==> config.mk <==
export PLATFORM = sky130hd
export DESIGN_NAME = dac_trig_sel
export DESIGN_NICKNAME = d
export VERILOG_FILES = /design/src/rtl/dts_pkg.sv /design/src/rtl/dts_sync.sv /design/src/rtl/dts_edge.sv /design/src/rtl/dts_mux.sv /design/src/rtl/dac_trig_sel.sv
export SDC_FILE = /design/constraint.sdc
export NUM_CORES = 1
export LEC_CHECK = 0
export CELL_PAD_IN_SITES_DETAIL_PLACEMENT = 1
export CELL_PAD_IN_SITES_GLOBAL_PLACEMENT = 2
export CORE_AREA = 2 2 39 41
export DETAILED_ROUTE_END_ITERATION = 6
export DIE_AREA = 0 0 41 43
export DONT_BUFFER_PORTS = 1
export GPL_ROUTABILITY_DRIVEN = 0
export GPL_TIMING_DRIVEN = 0
export PLACE_DENSITY = 0.71
export SLEW_MARGIN = 20
export SYNTH_ARGS = -nofsm -noshare
export SYNTH_HDL_FRONTEND = slang
export SYNTH_SLANG_ARGS = --single-unit
==> constraint.sdc <==
create_clock -name clk -period 2.8 [get_ports clk]
set_clock_uncertainty 0.2 [all_clocks]
set_input_delay 0.56 -clock clk [delete_from_list [all_inputs] [get_ports clk]]
set_output_delay 0.56 -clock clk [all_outputs]
set_load 0.1 [all_outputs]
==> src/rtl/dts_pkg.sv <==
package dts_pkg;
   typedef enum logic [1:0] {
      PIN_LOW  = 2'd0,
      PIN_HIGH = 2'd1,
      PIN_FALL = 2'd2,
      PIN_RISE = 2'd3
   } pin_mode_e;

   localparam int SRC_SOFT = 0;
   localparam int SRC_PIN  = 1;
   localparam int SRC_TMR0 = 2;
endpackage

==> src/rtl/dts_sync.sv <==
module dts_sync #(
   parameter int STAGES = 2
) (
   input  logic clk,
   input  logic rst_n,
   input  logic d_async,
   output logic q_sync
);
   logic [STAGES-1:0] chain;

   generate
      for (genvar i = 0; i < STAGES; i++) begin : g_stage
         if (i == 0) begin : g_first
            always_ff @(posedge clk or negedge rst_n)
               if (!rst_n) chain[0] <= 1'b0;
               else        chain[0] <= d_async;
         end else begin : g_next
            always_ff @(posedge clk or negedge rst_n)
               if (!rst_n) chain[i] <= 1'b0;
               else        chain[i] <= chain[i-1];
         end
      end
   endgenerate

   assign q_sync = chain[STAGES-1];
endmodule

==> src/rtl/dts_edge.sv <==
module dts_edge #(
   parameter int CFG_W = 6
) (
   input  logic             clk,
   input  logic             rst_n,
   input  logic             pin_s,
   input  logic [CFG_W-1:0] cfg,
   output logic             fall,
   output logic             rise
);
   logic             pin_prev;
   logic [CFG_W-1:0] cfg_q;
   logic             hist_ok;
   logic             edge_ok;

   always_ff @(posedge clk or negedge rst_n)
      if (!rst_n) begin
         pin_prev <= 1'b0;
         cfg_q    <= '0;
         hist_ok  <= 1'b0;
      end else begin
         pin_prev <= pin_s;
         cfg_q    <= cfg;
         hist_ok  <= 1'b1;
      end

   // history counts only when the setting was identical one edge ago
   assign edge_ok = hist_ok && (cfg == cfg_q);
   assign fall    = edge_ok &&  pin_prev && !pin_s;
   assign rise    = edge_ok && !pin_prev &&  pin_s;
endmodule

==> src/rtl/dts_mux.sv <==
module dts_mux
   import dts_pkg::*;
#(
   parameter int N_TMR = 4,
   parameter int N_PWM = 2,
   parameter int SEL_W = 3
) (
   input  logic             trig_en,
   input  logic [SEL_W-1:0] src_sel,
   input  pin_mode_e        pin_mode,
   input  logic             pin_s,
   input  logic             pin_fall,
   input  logic             pin_rise,
   input  logic [N_TMR-1:0] tmr_evt,
   input  logic [N_PWM-1:0] pwm_evt,
   input  logic             sw_trig,
   input  logic             dat_wr,
   output logic             raw_trig
);
   localparam int PWM_BASE = SRC_TMR0 + N_TMR;

   logic pin_hit;
   logic tmr_hit;
   logic pwm_hit;

   always_comb begin
      unique case (pin_mode)
         PIN_LOW:  pin_hit = !pin_s;
         PIN_HIGH: pin_hit =  pin_s;
         PIN_FALL: pin_hit =  pin_fall;
         default:  pin_hit =  pin_rise;
      endcase
   end

   always_comb begin
      tmr_hit = 1'b0;
      for (int i = 0; i < N_TMR; i++)
         if (int'(src_sel) == SRC_TMR0 + i) tmr_hit = tmr_evt[i];
   end

   always_comb begin
      pwm_hit = 1'b0;
      for (int i = 0; i < N_PWM; i++)
         if (int'(src_sel) == PWM_BASE + i) pwm_hit = pwm_evt[i];
   end

   always_comb begin
      if (!trig_en)                        raw_trig = dat_wr;
      else if (int'(src_sel) == SRC_SOFT)  raw_trig = sw_trig;
      else if (int'(src_sel) == SRC_PIN)   raw_trig = pin_hit;
      else                                 raw_trig = tmr_hit | pwm_hit;
   end
endmodule

==> src/rtl/dac_trig_sel.sv <==
module dac_trig_sel
   import dts_pkg::*;
#(
   parameter int N_TMR       = 4,
   parameter int N_PWM       = 2,
   parameter int SEL_W       = 3,
   parameter int SYNC_STAGES = 2
) (
   input  logic             clk,
   input  logic             rst_n,
   input  logic             trig_en,
   input  logic [SEL_W-1:0] src_sel,
   input  logic [1:0]       pin_mode,
   input  logic             ext_pin,
   input  logic [N_TMR-1:0] tmr_evt,
   input  logic [N_PWM-1:0] pwm_evt,
   input  logic             sw_trig,
   input  logic             dat_wr,
   input  logic             conv_busy,
   output logic             start_conv
);
   localparam int N_SRC = SRC_TMR0 + N_TMR + N_PWM;
   localparam int CFG_W = 1 + SEL_W + 2;

   generate
      if (N_SRC > (1 << SEL_W)) begin : g_bad_sel
         $error("src_sel too narrow for the number of sources");
      end
      if (SYNC_STAGES < 2) begin : g_bad_sync
         $error("synchroniser needs at least two stages");
      end
      if (N_TMR < 1 || N_PWM < 1) begin : g_bad_cnt
         $error("at least one timer and one PWM source required");
      end
   endgenerate

   logic             pin_s;
   logic             pin_fall;
   logic             pin_rise;
   logic             raw_trig;
   logic [CFG_W-1:0] cfg_vec;

   assign cfg_vec = {trig_en, src_sel, pin_mode};

   dts_sync #(.STAGES(SYNC_STAGES)) u_sync (
      .clk     (clk),
      .rst_n   (rst_n),
      .d_async (ext_pin),
      .q_sync  (pin_s)
   );

   dts_edge #(.CFG_W(CFG_W)) u_edge (
      .clk   (clk),
      .rst_n (rst_n),
      .pin_s (pin_s),
      .cfg   (cfg_vec),
      .fall  (pin_fall),
      .rise  (pin_rise)
   );

   dts_mux #(.N_TMR(N_TMR), .N_PWM(N_PWM), .SEL_W(SEL_W)) u_mux (
      .trig_en  (trig_en),
      .src_sel  (src_sel),
      .pin_mode (pin_mode_e'(pin_mode)),
      .pin_s    (pin_s),
      .pin_fall (pin_fall),
      .pin_rise (pin_rise),
      .tmr_evt  (tmr_evt),
      .pwm_evt  (pwm_evt),
      .sw_trig  (sw_trig),
      .dat_wr   (dat_wr),
      .raw_trig (raw_trig)
   );

   // a pending start also blocks, so pulses are always one cycle wide
   always_ff @(posedge clk or negedge rst_n)
      if (!rst_n) start_conv <= 1'b0;
      else        start_conv <= raw_trig && !conv_busy && !start_conv;
endmodule

After elaboration in Yosys (flattened, before gate mapping)

Index checks and enable logic that the tools add are counted.

Muxes and demuxes: 10
Eq/ne operators: 10
Reductions and logical operators: 13
Bitwise gates (word level): 1

Operators with widths:

| operator             | count |
|---|---|
| $eq A3 B3 Y1 const B | 4 |
| $mux W1              | 9 |
| $logic_and A1 B1 Y1  | 7 |
| $eq A3 B2 Y1 const B | 2 |
| $eq A6 B6 Y1         | 1 |
| $logic_not A1 Y1     | 4 |
| $eq A3 B1 Y1 const B | 1 |
| $logic_not A3 Y1     | 1 |
| $pmux W1 S3          | 1 |
| $eq A2 B1 Y1 const B | 1 |
| $eq A2 B2 Y1 const B | 1 |
| $logic_not A2 Y1     | 1 |
| $or A1 B1 Y1         | 1 |

Bits of input ports: 18
Output and inout port bits: 1
Flip-flop bits (word level): 11
Word-level logic and storage cells: 40

Logic depth before layout (Yosys ltp)

Gate-level depths: netlist (run 1).

Depth after elaboration: 11
Depth in mapped cells: 4
Gate-level depth less buffers: 4

Cells and area by module

A second synthesis (run 1) with hierarchy kept.

Cell total of the unflattened synthesis: 41
Area, all modules: 504.2 um^2

By module, submodules not included:

| module       | cells each | sequential area each (um^2) | instances | area an instance (um^2) |
|---|---|---|---|---|
| dts_edge     | 24         | 200.2                       | 1         | 306.5 |
| dts_mux      | 13         | 0.0                         | 1         | 110.1 |
| dts_sync     | 2          | 50.0                        | 1         | 50.0 |
| dac_trig_sel | 2          | 25.0                        | 1         | 37.5 |

Worst setup path before layout (run 1)

OpenSTA, ideal clock, no wires.

Path kind: reg-to-output
From: register start_conv
To: output port start_conv
Slack: 1.142 ns
Buffers on the path: 0
Arrival: 0.898 ns
Required time: 2.040 ns
Cell stages (with the launch flop): 1
Cell sequence: dfrtp_1

RTL lines:

| what                     | line               | text |
|---|---|---|
| start: declaration       | dac_trig_sel.sv:20 | `output logic start_conv` |
| start signal: assignment | dac_trig_sel.sv:78 | `else start_conv <= raw_trig && !conv_busy && !start_conv;` |

No word-level cell between the ends.

Worst setup path after layout (run 1)

From: register start_conv
To: output port start_conv

No word-level cell between the ends.

==> impl_metrics.json, run 1 <==
{
  "synth_nets": 54,
  "cts_resized": 0,
  "routed_via_density": 5.56,
  "met1_usage_pct": 14.3,
  "cp-start-kind": "flip-flop",
  "grt_busiest_layer": "met2",
  "clock_latency_ps": 270,
  "drc_errors": 0,
  "critical_path_arrival_ps": 1200,
  "grt_util_met3_pct": 9.95,
  "wl_um": 882,
  "critPathMaxFanout": 2,
  "dp_hpwl_um": 689,
  "fin_util_pct": 38.0,
  "worstMarginPinSlew_ps": 889,
  "fp.dieH_um": 43,
  "grt_pass1_wl_mm": 1.35,
  "synth-seq-cells": 11,
  "detail_route.iter0.violations": 2,
  "yosys_warnings": 0,
  "synthCells": 36,
  "postCtsHoldBufs": 1,
  "drv_cap": 0,
  "met2_usage_pct": 16.9,
  "hold_class": "in -> reg",
  "antenna_found_initial": 0,
  "syn_area_per_cell_sq_um": 13.0,
  "firstDrtPassIters": 4,
  "drive_gt1_share_pct": 19.5,
  "port-buffer-count": 0,
  "powerDensity_nw_per_um2": 596,
  "synth_cell_types": 21,
  "finalCritPeriodShare_pct": 69.9,
  "max-vdd-ir-drop_mv": 0.239,
  "ios": 19,
  "crit_type": "reg -> out",
  "cp-end-kind": "primary output",
  "rows": 14,
  "htreeDepth": 1,
  "crit_path_end": "start_conv",
  "die_w_um": 41,
  "power.total_uw": 313,
  "grt_pass1_vias": 329,
  "tns_ps": 0,
  "grt_start_max_net_pins": 12,
  "drt.antenna.violating_nets": 0,
  "syn_area_sq_um": 468,
  "setup_viol": 0,
  "postPlaceCellArea_sq_um": 488,
  "fin_area_sq_um": 526,
  "cts.sinks": 11,
  "rr_worst_depth": 3,
  "vias": 317,
  "grt_overflow": 0,
  "cp-startpoint": "start_conv",
  "slew_headroom_pct": 40.7,
  "core_region_area_sq_um": 1380,
  "period_minus_slack_ps": 1960,
  "slew_violations": 0,
  "status": "finished, final reports clean",
  "final_cells": 57,
  "final_nets": 60,
  "r2r-start": "start_conv",
  "syn2layout_area_growth_pct": 12.3,
  "hold_viol_final": 0,
  "rrSetupSlack_ps": 1170,
  "rsz0062_at_grt": "no",
  "cts_tree": "done",
  "cts_root_buffer": "clkbuf_4",
  "cp.depth": 0,
  "grt_usage_pct": 11.8,
  "die_area_sq_um": 1760,
  "n_antenna_cell": 0,
  "cts_buffers": 3,
  "start_util_pct": 33.8,
  "worstPathRequired_ps": 2040,
  "fmax_mhz": 511,
  "path_clk_slew_ps": 70,
  "avgRoutedWirePerCell_um": 15.5,
  "post_cts_buffers": 0,
  "seq_area_frac_synth_pct": 58.8,
  "p_leak_uw": 0.000231,
  "dp.cells": 52,
  "cts_max_path_buffers": 2,
  "r2r_end": "start_conv"
}
metrics by stage:
stage	setup WS [ps]	hold slack [ps]
2_1_floorplan	1140	64.4
3_3_place_gp	1100	64.6
3_5_place_dp	1090	64.6
4_1_cts	828	103
5_1_grt	807	93.7
6_report	842	110
area by class of cell:
class,instances,area [sq um]
inverter,3,11.3
clock buffer,3,22.5
tap,16,20.0
clock inverter,1,5.00
sequential,11,275
fill,157,858
multi-input combinational,22,181
timing repair buffer,1,10.0
synthesized netlist by cell type, drive strengths merged:
cell type / instances / area share (%)
a21oi: 1 / 1.1
a222oi: 1 / 2.1
and4bb: 1 / 2.7
conb: 1 / 0.80
dfrtp: 11 / 59
inv: 3 / 2.4
mux2: 1 / 2.4
mux4: 1 / 5.6
nand2: 2 / 1.6
nand4b: 1 / 1.9
nor2: 2 / 1.6
nor4: 1 / 2.7
o2111ai: 1 / 1.9
o211a: 1 / 2.1
o21ai: 2 / 2.1
o22ai: 2 / 2.7
o311a: 1 / 2.1
o31ai: 1 / 1.6
xnor2: 1 / 1.9
xor2: 1 / 1.9
state kept, by name (all words and copies together), names as in the netlist:
register,cells
u_sync.chain,1
start_conv,1
u_edge.hist_ok,1
u_edge.cfg_q,6
u_sync.q_sync,1
u_edge.pin_prev,1
how the worst min path moves through the flow:
| stage | from | to | cells after the start |
|---|---|---|---|
| after floorplan | rst_n | start_conv | 0 |
| after global placement | rst_n | u_sync.chain[0] | 0 |
| after detailed placement | rst_n | u_sync.chain[0] | 0 |
| after CTS | ext_pin | u_sync.chain[0] | 0 |
| after global routing | pin_mode[0] | u_edge.cfg_q[0] | 0 |
| final | ext_pin | u_sync.chain[0] | 0 |
cells in the final DEF, fill, tap and decap left out:
master	Yosys	final
mux4_1	1	1
o21ai_0	2	2
o2111ai_1	1	1
xor2_1	1	1
and4bb_2	1	1
a222oi_1	1	1
o311a_1	1	1
nor4_2	1	1
inv_2	1	1
o211a_1	1	1
o31ai_1	1	1
nand4b_1	1	1
a21oi_1	1	1
xnor2_1	1	1
conb_1	1	1
clkbuf_4	0	3
mux2_2	1	1
dfrtp_1	11	11
clkinv_2	0	1
nor2_1	2	2
inv_1	2	2
o22ai_1	2	2
dlygate4sd3_1	0	1
nand2_1	2	2
kinds of logic after synthesis:
family                    synth area share (%)
other                                    0.801
AOI/OAI and AO/OA                         15.8
muxes                                     8.02
xor gates and xnor gates                  3.74
and+or+nand+nor                           10.4
DFF                                       58.8
buffers and inverters                     2.41
routing by layer:
metal	share of wire (%)	wire, um	vias up
met4	0	0	0
met2	47	411	18
met5	0	0	-
met3	11	93	0
li1	-	-	144
met1	43	377	155
where the power goes:
part	total, uW	leakage [uW]	internal, uW	switching [uW]
logic	23.0	0.0000833	13.0	10.0
clock network	109	0.0000177	52.9	56.0
registers	181	0.000130	167	14.2
total	313	0.000231	233	80.2
Power figures use the tool's default switching activity.
==> run 2, diff against run 1 <==
--- a/config.mk
+++ b/config.mk
@@ -7,13 +7,12 @@
 export LEC_CHECK = 0
 export CELL_PAD_IN_SITES_DETAIL_PLACEMENT = 1
 export CELL_PAD_IN_SITES_GLOBAL_PLACEMENT = 2
-export CORE_AREA = 2 2 39 41
+export CORE_UTILIZATION = 31
 export DETAILED_ROUTE_END_ITERATION = 6
-export DIE_AREA = 0 0 41 43
 export DONT_BUFFER_PORTS = 1
 export GPL_ROUTABILITY_DRIVEN = 0
 export GPL_TIMING_DRIVEN = 0
-export PLACE_DENSITY = 0.71
+export PLACE_DENSITY = 0.67
 export SLEW_MARGIN = 20
 export SYNTH_ARGS = -nofsm -noshare
 export SYNTH_HDL_FRONTEND = slang
==> constraint.sdc (replaced) <==
create_clock -name clk -period 1.8 [get_ports clk]
set_clock_uncertainty 0.2 [all_clocks]
set_input_delay 0.36 -clock clk [delete_from_list [all_inputs] [get_ports clk]]
set_output_delay 0.36 -clock clk [all_outputs]
set_load 0.1 [all_outputs]
==> run 2 against run 1 <==
- sequential share of layout area shrank 6.0 points
- first-iteration DRC count grew to 3.0 times the previous value
- core utilization grew 6.1 points
- worst setup slack got worse by 550 ps
- total power grew 57%
- worst hold slack got worse by 12 ps
- sequential cell count did not move
- cell area rose by 13%
- non-clock buffer count up 7
- global-route usage up 3.4 points
- final cell count up 11%
==> impl_metrics.json, run 2 (synthesis results as in run 1) <==
{
  "fin_util_pct": 44.1,
  "status": "finished, final reports clean",
  "grt_start_max_net_pins": 12,
  "path_clk_slew_ps": 70,
  "vias": 351,
  "met2_usage_pct": 25.0,
  "drc_errors": 0,
  "register_area_sq_um": 277,
  "htreeDepth": 1,
  "crit_type": "reg -> reg",
  "final_nets": 67,
  "fmax_mhz": 662,
  "mostFrequentLayoutCell": "dfrtp_1",
  "switching_share_pct": 24.0,
  "start_util_pct": 34.7,
  "hold_ws_ps": 98.8,
  "grt_pass1_vias": 378,
  "antenna_found_initial": 0,
  "critical_path_arrival_ps": 1470,
  "pwr-share-clk_pct": 32.6,
  "largest-register": "u_edge.cfg_q",
  "avgRoutedWirePerCell_um": 14.9,
  "grt_busiest_layer": "met2",
  "period_minus_slack_ps": 1510,
  "drive_gt1_share_pct": 18.8,
  "detail_route.iter0.violations": 6,
  "fp.dieH_um": 40.9,
  "port-buffer-count": 0,
  "rsz0062_at_grt": "no",
  "final_cell_mix": "dfrtp_1 (10), dlygate4sd3_1 (8), clkbuf_4 (3)",
  "tns_ps": 0,
  "powerDensity_nw_per_um2": 824,
  "setup_viol": 0,
  "cp-end-kind": "flip-flop",
  "n_antenna_cell": 0,
  "drv_cap": 0,
  "grt_usage_pct": 15.1,
  "hold_viol_final": 0,
  "cp-start-kind": "flip-flop",
  "p_comb_share_pct": 9.9,
  "power.net_switching_uw": 118,
  "grt_overflow": 0,
  "die_w_um": 40.9,
  "final_cells": 63,
  "ios": 19,
  "firstDrtPassIters": 4,
  "cts_root_buffer": "clkbuf_4",
  "drt.antenna.violating_nets": 0,
  "worstPathRequired_ps": 1760,
  "slew_violations": 0,
  "power.total_uw": 491,
  "cts.sinks": 11,
  "critPathMaxFanout": 1,
  "dp.cells": 51,
  "cts_max_path_buffers": 2,
  "grt_pass1_wl_mm": 1.54,
  "seq_power_share_pct": 57.6,
  "met1_usage_pct": 15.6,
  "clock_latency_ps": 260,
  "p_leak_uw": 0.000258,
  "cts_buffers": 3,
  "wl_um": 938,
  "routed_via_density": 5.57,
  "fillers": 154,
  "largest_register_ffs": 6,
  "multi_input_area_sq_um": 181,
  "finalCritPeriodShare_pct": 83.9,
  "internal_power_uw": 373,
  "hold_class": "in -> reg",
  "max-vdd-ir-drop_mv": 0.687,
  "cts_tree": "done",
  "die_area_sq_um": 1670,
  "core_region_area_sq_um": 1350,
  "syn2layout_area_growth_pct": 27.3,
  "rows": 13,
  "grt_util_met3_pct": 10.9
}
run 2: per-stage QoR:
stage	area, sq um	setup slack, ps
after floorplan	468	252
after global placement	487	187
after detailed placement	487	118
after CTS	594	31.8
after global routing	596	157
final	596	290
run 2: final timing paths:
path | from | to | slack, ps | depth (start not counted)
min reg2reg | u_sync.chain[0] | u_sync.q_sync | 160 | 0
max | u_edge.cfg_q[3] | start_conv | 290 | 4
max in group asynchronous | rst_n | start_conv | 780 | 1
max reg2reg | u_edge.cfg_q[3] | start_conv | 290 | 4
min in group asynchronous | rst_n | u_edge.pin_prev | 280 | 1
min | conv_busy | start_conv | 100 | 3
run 2: layer usage:
metal | part of all wire (%) | vias to the layer above | wire (um)
li1 | - | 161 | -
met3 | 9.8 | 0 | 92
met2 | 53 | 15 | 498
met5 | 0 | - | 0
met1 | 37 | 175 | 348
met4 | 0 | 0 | 0
run 2: layout make-up:
| type | instances | area share, % |
|---|---|---|
| Clock buffer | 3 | 3.78 |
| Multi-Input combinational cell | 22 | 30.5 |
| Clock inverter | 1 | 0.840 |
| Inverter | 3 | 1.89 |
| Tap cell | 15 | 3.15 |
| Timing Repair Buffer | 8 | 13.4 |
| Sequential cell | 11 | 46.4 |
run 2: repair_timing:
action,CTS,global route
endpoints found under the hold margin,18,0
endpoints found under the setup margin,0,1
hold buffers,8,0
setup buffers,0,0
gates resized for setup,0,1
run 2: power by group through the flow:
stage	Clock [uW]	Combinational [uW]	Sequential, uW
6_report	160	48.5	282
2_1_floorplan	0	26.6	285
5_1_grt	179	53.9	285
4_1_cts	169	49.2	282
3_5_place_dp	0	30.7	287
3_3_place_gp	0	29.5	286
run 2: worst max-delay path, stage by stage, from the launching register on:
cell and delay (ps):
dfrtp_1 370, xnor2_1 160, o2111ai_1 130, o311a_1 320, nor4_2 230
